[src/rtl/regstep_log.sv]
module regstep_log #(
  parameter int DW = 5
) (
  input  logic          clk,
  input  logic          rst_n,
  input  logic [2:0]    spec_mode,
  input  logic [2:0]    spec_reg,
  input  logic          byte_op,
  input  logic          apply,
  input  logic          force_en,
  input  logic [DW-1:0] force_delta,
  input  logic [2:0]    force_reg,
  input  logic          insn_start,
  input  logic          freeze,
  output logic [DW-1:0] delta_o,
  output logic [2:0]    reg_o,
  output logic          adjust_o,
  output logic          dspace_o,
  output logic [2*(DW+3)-1:0] log_o
);
  localparam int SW = DW + 3;

  logic [DW-1:0] dec_delta;
  logic          dec_adj;
  logic          wide;
  logic [1:0]    fill;
  logic [2:0]    r0, r1;
  logic [DW-1:0] d0, d1;

  assign wide = !byte_op || spec_reg[2:1] == 2'b11;

  always_comb begin
    dec_delta = '0;
    dec_adj   = 1'b1;
    case (spec_mode)
      3'd2: dec_delta = wide ? DW'(2) : DW'(1);
      3'd3: dec_delta = DW'(2);
      3'd4: dec_delta = wide ? -DW'(2) : -DW'(1);
      3'd5: dec_delta = -DW'(2);
      default: dec_adj = 1'b0;
    endcase
  end

  assign delta_o  = force_en ? force_delta : dec_delta;
  assign reg_o    = force_en ? force_reg : spec_reg;
  assign adjust_o = force_en | dec_adj;
  assign dspace_o = spec_mode == 3'd3 || spec_mode == 3'd4 || spec_mode == 3'd5;

  assign r0 = log_o[2:0];
  assign d0 = log_o[SW-1:3];
  assign r1 = log_o[SW+2:SW];
  assign d1 = log_o[2*SW-1:SW+3];

  always_ff @(posedge clk or negedge rst_n) begin
    if (!rst_n) begin
      log_o <= '0;
      fill  <= 2'd0;
    end else if (freeze) begin
      log_o <= log_o;
    end else if (insn_start) begin
      log_o <= '0;
      fill  <= 2'd0;
    end else if (apply && adjust_o) begin
      case (fill)
        2'd0: begin
          log_o[SW-1:0] <= {delta_o, reg_o};
          fill <= 2'd1;
        end
        2'd1: begin
          if (reg_o == r0) log_o[SW-1:3] <= d0 + delta_o;
          else begin
            log_o[2*SW-1:SW] <= {delta_o, reg_o};
            fill <= 2'd2;
          end
        end
        default: begin
          if (reg_o == r1) log_o[2*SW-1:SW+3] <= d1 + delta_o;
        end
      endcase
    end
  end
endmodule


[config.mk]
export PLATFORM = sky130hd
export DESIGN_NAME = regstep_log
export DESIGN_NICKNAME = d
export VERILOG_FILES = /design/src/rtl/regstep_log.sv
export SDC_FILE = /design/constraint.sdc
export NUM_CORES = 1
export LEC_CHECK = 0
export BUFFER_PORTS_ARGS = -buffer_cell sky130_fd_sc_hd__buf_2
export CORE_MARGIN = 10
export CORE_UTILIZATION = 40
export DETAILED_ROUTE_END_ITERATION = 7
export PLACE_DENSITY = 0.72
export SLEW_MARGIN = 20
export SYNTH_ARGS = -nofsm -noshare
export SYNTH_HDL_FRONTEND = slang
export SYNTH_SLANG_ARGS = --single-unit
[constraint.sdc]
create_clock -name clk -period 2.3 [get_ports clk]
set_input_delay 0.23 -clock clk [delete_from_list [all_inputs] [get_ports clk]]
set_output_delay 0.23 -clock clk [all_outputs]
set_load 0.01 [all_outputs]
* Word level (Yosys, flattened, before mapping)
Index checks and enable logic that the tools add are counted.
Widths: inputs -> output; s select.
** Operators by class
- Multiplexer cells :: 19
- Reductions and logical operators :: 17
- Add/sub/neg operators :: 2
- Bitwise operators :: 2
- Equality and inequality tests :: 12
** Operator list (count)
- $mux 16 :: 2
- $pmux 5 s2 :: 2
- $pmux 5 s4 :: 1
- $mux 5 :: 3
- $reduce_and 4->1 :: 3
- $add 5x5->5 :: 2
- $mux 3 :: 3
- $mux 2 :: 4
- $mux 8 :: 1
- $eq 3x2->1 const B :: 2
- $eq 3x3->1 :: 2
- $eq 3x3->1 const B :: 2
- $ne 3x3->1 const B :: 2
- $reduce_bool 2->1 :: 3
- $reduce_bool 3->1 :: 2
- $reduce_and 5->1 :: 1
- $ne 2x2->1 const B :: 2
- $pmux 2 s2 :: 1
- $reduce_or 4->1 :: 1
- $logic_or 1x1->1 :: 3
- $reduce_and 3->1 :: 1
- $eq 2x1->1 const B :: 1
- $eq 2x2->1 const B :: 1
- $logic_not 2->1 :: 1
- other kinds (5) :: 6
** Storage, ports and cells
- Bits in registers :: 18
- Word-level logic and storage cells :: 57
- Bits of input ports :: 21
- Output and inout bits :: 26

* Longest topological paths before layout
- Depth after elaboration :: 10
- Gate-level depth with buffers :: 11
- Mapped depth without buffers :: 10

* Worst setup path before layout
No wires, ideal clock.
- Kind :: in2reg
- Start point :: input spec_mode[1]
- End point :: register log_o[7]
- Buffers on the path :: 0
- Required time :: 2.208 ns
- Library setup time :: 0.092 ns
- Data arrival time :: 2.307 ns
- Stages :: 10
- Slack :: -0.098 ns
- Path through :: xor2_1 a41o_1 ha_1 inv_1 fa_1 nor2b_1 o21ai_0 a2111oi_0 o311ai_1 o221ai_1
** Between the ends
- Longest elaborated chain between the ends :: 8
- Elaborated cells between the ends (all ways) :: 17
** Ends and longest elaborated chain
- start: declaration :: RTL line 6 : input logic [2:0] spec_mode,
- $eq 3x3->1 / $eq 3x2->1 (equally long branches) :: RTL line 35 : case (spec_mode)
- $pmux 5 s4 (*) :: RTL line 35
- $mux 5 (*) :: RTL line 44 : assign delta_o = force_en ? force_delta : dec_delta;
- named net delta_o[0] :: RTL line 15 : output logic [DW-1:0] delta_o,
- $add 5x5->5 (*) :: RTL line 70 : if (reg_o == r0) log_o[SW-1:3] <= d0 + delta_o;
- $mux 5 (*) :: RTL line 70
- $pmux 5 s2 (*) :: RTL line 64 : case (fill)
- $mux 16 (*) :: RTL line 63 : end else if (apply && adjust_o) begin
- $mux 16 (*) :: RTL line 60 : end else if (insn_start) begin
- end signal: indexed assignment :: RTL line 66 : log_o[SW-1:0] <= {delta_o, reg_o};
- end signal: indexed assignment :: RTL line 70
- end signal: indexed assignment :: RTL line 72 : log_o[2*SW-1:SW] <= {delta_o, reg_o};
- end: declaration :: RTL line 19 : output logic [2*(DW+3)-1:0] log_o
Mark *: on every way through the listed nets, which the timed path passes. The rest lies on a longest branch. The select of a mux whose other input is x is not followed.
A chain may end at the register's enable or synchronous reset.

* Final worst setup path
- Start point :: input spec_mode[1]
- End point :: register log_o[15]
** Between the ends
- Longest elaborated chain between the ends :: 8
- Elaborated cells between the ends (all ways) :: 18
** Ends and longest elaborated chain
- $eq 3x3->1 / $eq 3x2->1 (equally long branches) :: RTL line 35
- $pmux 5 s4 :: RTL line 35
- $mux 5 :: RTL line 44
- $add 5x5->5 :: RTL line 77 : if (reg_o == r1) log_o[2*SW-1:SW+3] <= d1 + delta_o;
- $mux 5 :: RTL line 77
- $pmux 5 s2 :: RTL line 64
- $mux 16 :: RTL line 63
- $mux 16 :: RTL line 60
- end signal: assignment :: RTL line 59 : log_o <= log_o;
- end signal: indexed assignment :: RTL line 66
- end signal: indexed assignment :: RTL line 77
Several ways; a longest one is shown, not always the timed one. The select of a mux whose other input is x is not followed.

==> metrics.md <==
| Metric | Value |
|---|---|
| Predominant post-synthesis flop cell | dfrtp_1 |
| Worst-path fanout max | 3 |
| CTS max path bufs | 2 |
| Routed WL | roughly 4.4 mm |
| Compound-gate portion of the synthesized area | 0.224 |
| WL per Instance | ~15 um |
| Die area | between 6000 and 7000 sq um |
| Largest family of logic cells by synthesized area | compound AO/OA/AOI/OAI gates |
| Number of synthesized flops with an enable pin | 0 |
| Layout cell share with drive strength beyond 1 | 0.382 |
| Largest net degree at the start of global routing | 19 |
| Switch share | 0.398 |
| PnR worst setup slack | a little under 0.08 ns |
| Post-synthesis async set-or-reset flop share | 1.00 |
| Vias per cell | around 5.3 |
| Total grt overflow | 0 |
| Vias in the first global route | 1,613 |
| Unique cell type count in the Yosys netlist | 46 |
| Leakage | ~0.0011 uW |
| Hold_ws | roughly 0.37 ns |
| Iter 0 DRT Violations | 70 |
| Area delta synth->final | 36.8% |
| Fin. Hold Viols | 0 |
| # nets final | between 200 and 300 |
| HP Class | in2reg |
| Antenna viol nets, final | 0 |
| # rows | 22 |
| Post-DP Area | approximately 2000 sq um |
| Num CTS Buffers | 3 |
| Top cells by count, synth | inv_1, dfrtp_1, nand2_1, nor2_1 |
| Setup violations, final | 0 |
| Final Critical Period | approximately 2.2 ns |
| R2R setup slack | roughly 0.28 ns |
| ANT cells | 0 |
| CP Launch Type | input pin |
| #FFs+latches synth | 18 |
| Count leader, synth | inv_1 |
| Biggest cell delay along the critical path | roughly 0.38 ns |
| H-tree levels | 1 |
| Cells after Synth | about 180 |
| CP cell instances | buf_2, xor2_1, a41o_1, buf_4, ha_1, inv_1, fa_1, nor2b_1, o21ai_0, nor3b_1, o31a_1, o41ai_4 |
| Largest cells by area after synthesis | dfrtp_1, ha_1, inv_1 |
| Area of the core | roughly 3700 sq um |
| Die Ht | 82.1 um |
| Slew Viols, Final | 0 |
| Post-synthesis mux area share | 0.0843 |
| Top-area cell type share of the netlist area | 0.292 |
| Max-cap violations | 0 |
| Pre-Repair DR Iteration Count | 4 |
| Crit path kind | in2reg |
| Worst vdd ir | approximately 0.0003 V |
| Pre-CTS setup slack | -0.237 ns |
| Fmax | 0.450 GHz |
| Detailed-route DRC error count | 0 |
| Data required, critical path | roughly 2.5 ns |
| Period utilization | 0.966 |
| Mean Syn Cell Area | approximately 9 sq um |
| Ports | 47 |
| Routability cong. | 0.858 |
| Worst path arrival time | between 2 and 2.5 ns |
| Slowest-stage cell, CP | fa_1 |
| Post-synthesis cell area | ~1500 sq um |
| Critical Path Sink Type | register |
| Worst skew pair latency | ~0.26 ns |
| Syn nets | between 200 and 250 |
| Seq pwr share | 0.320 |
| Clock Root Buffer | clkbuf_8 |
| Internal | 1010 uW |
| NetSw | about 670 uW |
| Setup TNS | 0 ns |
| Via count | 1,561 |
| Post-synthesis adder-cell area fraction | 0.0908 |
| Total GRT Usage | 0.137 |
| Max-slew headroom at the worst pin | 0.647 |
| Power Dens Cells | ~800 nW/um^2 |
| First-pass GRT wire length | ~7.3 mm |
| Die Wd | a little over 80 um |
| Design Area, Final | 2110 sq um |
| CTS tree | yes |
| Clock Skew | 0.00240 ns |
| Final Power | approximately 1700 uW |
| Yosys warnings | 0 |
| HPWL Detailed | between 3 and 4 mm |
| Top cell type by total area after synthesis | dfrtp_1 |
| XOR/XNOR Fraction of Synth Area | 0.0511 |
| Initial antenna violation count | 0 |
| Initial Util | 0.419 |
| Slew @ Worst Pin | 0.525 ns |
| Simple-gate share of the synthesized area | 0.174 |
| Reg clk slew, reported paths | about 0.070 ns |
| RSZ-0062 raised after global routing | true |
| Register area share after synthesis | 0.292 |
| Outcome | completed |
| TritonCTS Sinks | 18 |
| Logic pwr share | 0.520 |
| Port Buffer Count | 46 |
| Clock network power share | 0.160 |
==> power groups by stage <==
stage	registers, uW	logic (uW)	clock network [uW]
after detailed placement	542	876	0
after floorplan	572	505	0
after global placement	540	856	0
after global routing	560	976	287
after CTS	538	880	272
final	537	874	269
==> registers in the layout, indices dropped and copies added (netlist names) <==
signal	count
log_o	16
fill	2
==> what timing repair did <==
| item | 4_1_cts | 5_1_grt |
|---|---|---|
| setup endpoints to repair | 0 | 4 |
| gates resized for setup | 0 | 5 |
| hold endpoints to repair | 18 | 0 |
| hold buffers | 1 | 0 |
| buffers inserted | 0 | 1 |
==> cell families (layout without fill, tap and decap cells) <==
group,Yosys count,after routing
simple gates,52,52
compound gates,47,47
buf+inv,30,103
flops,18,18
fa+ha+maj,10,10
mux,10,10
xor+xnor,9,9
==> cell type report <==
cell class	count	area (sq um)
repair buffers	79	480
inverters	20	75.1
clock buffers	4	55.1
multi-input cells	128	991
well taps	48	60.1
flip-flops and latches	18	450
fillers	358	1580
==> final timing paths <==
check	from	end	cells past startpoint
worst max-delay path	spec_mode[1]	log_o[15]	12
worst min-delay path	insn_start	log_o[15]	3
worst max register to register	log_o[3]	log_o[7]	9
worst min register to register	log_o[3]	log_o[3]	1
max in group asynchronous	rst_n	log_o[10]	2
min in group asynchronous	rst_n	log_o[3]	2
==> per-stage QoR <==
| stage | utilization | std cells |
|---|---|---|
| floorplan | - | 176 |
| global placement | 0.549 | 291 |
| detailed placement | 0.549 | 291 |
| CTS | 0.566 | 296 |
| global route | 0.573 | 297 |
| finish | 0.573 | 297 |
==> per-layer routing <==
layer,share of wire,wire (um),track usage,vias up
met2,0.47,2070,0.223,59
li1,-,-,-,777
met3,0.076,332,0.0356,7
met1,0.43,1910,0.167,718
met4,0.019,85,0.0612,0
met5,0,0,0,-
==> critical path, delay by kind of cell <==
family | cells | cell delay [ns]
XOR/XNOR | 1 | 0.19
AND/OR/NAND/NOR | 2 | 0.33
buffers and inverters | 3 | 0.30
adder cells (fa/ha/maj) | 2 | 0.53
AO/OA/AOI/OAI | 4 | 0.81
==> cells in the final DEF, fill, tap and decap left out, types with 6 or more instances in the layout <==
cell / count
nand2_1: 9
nor2_1: 9
buf_2: 46
nor2b_1: 6
inv_1: 19
ha_1: 8
buf_4: 32
nand3_1: 8
dfrtp_1: 18
a21oi_1: 7
Note: power is estimated with default switching activity, not from simulation.
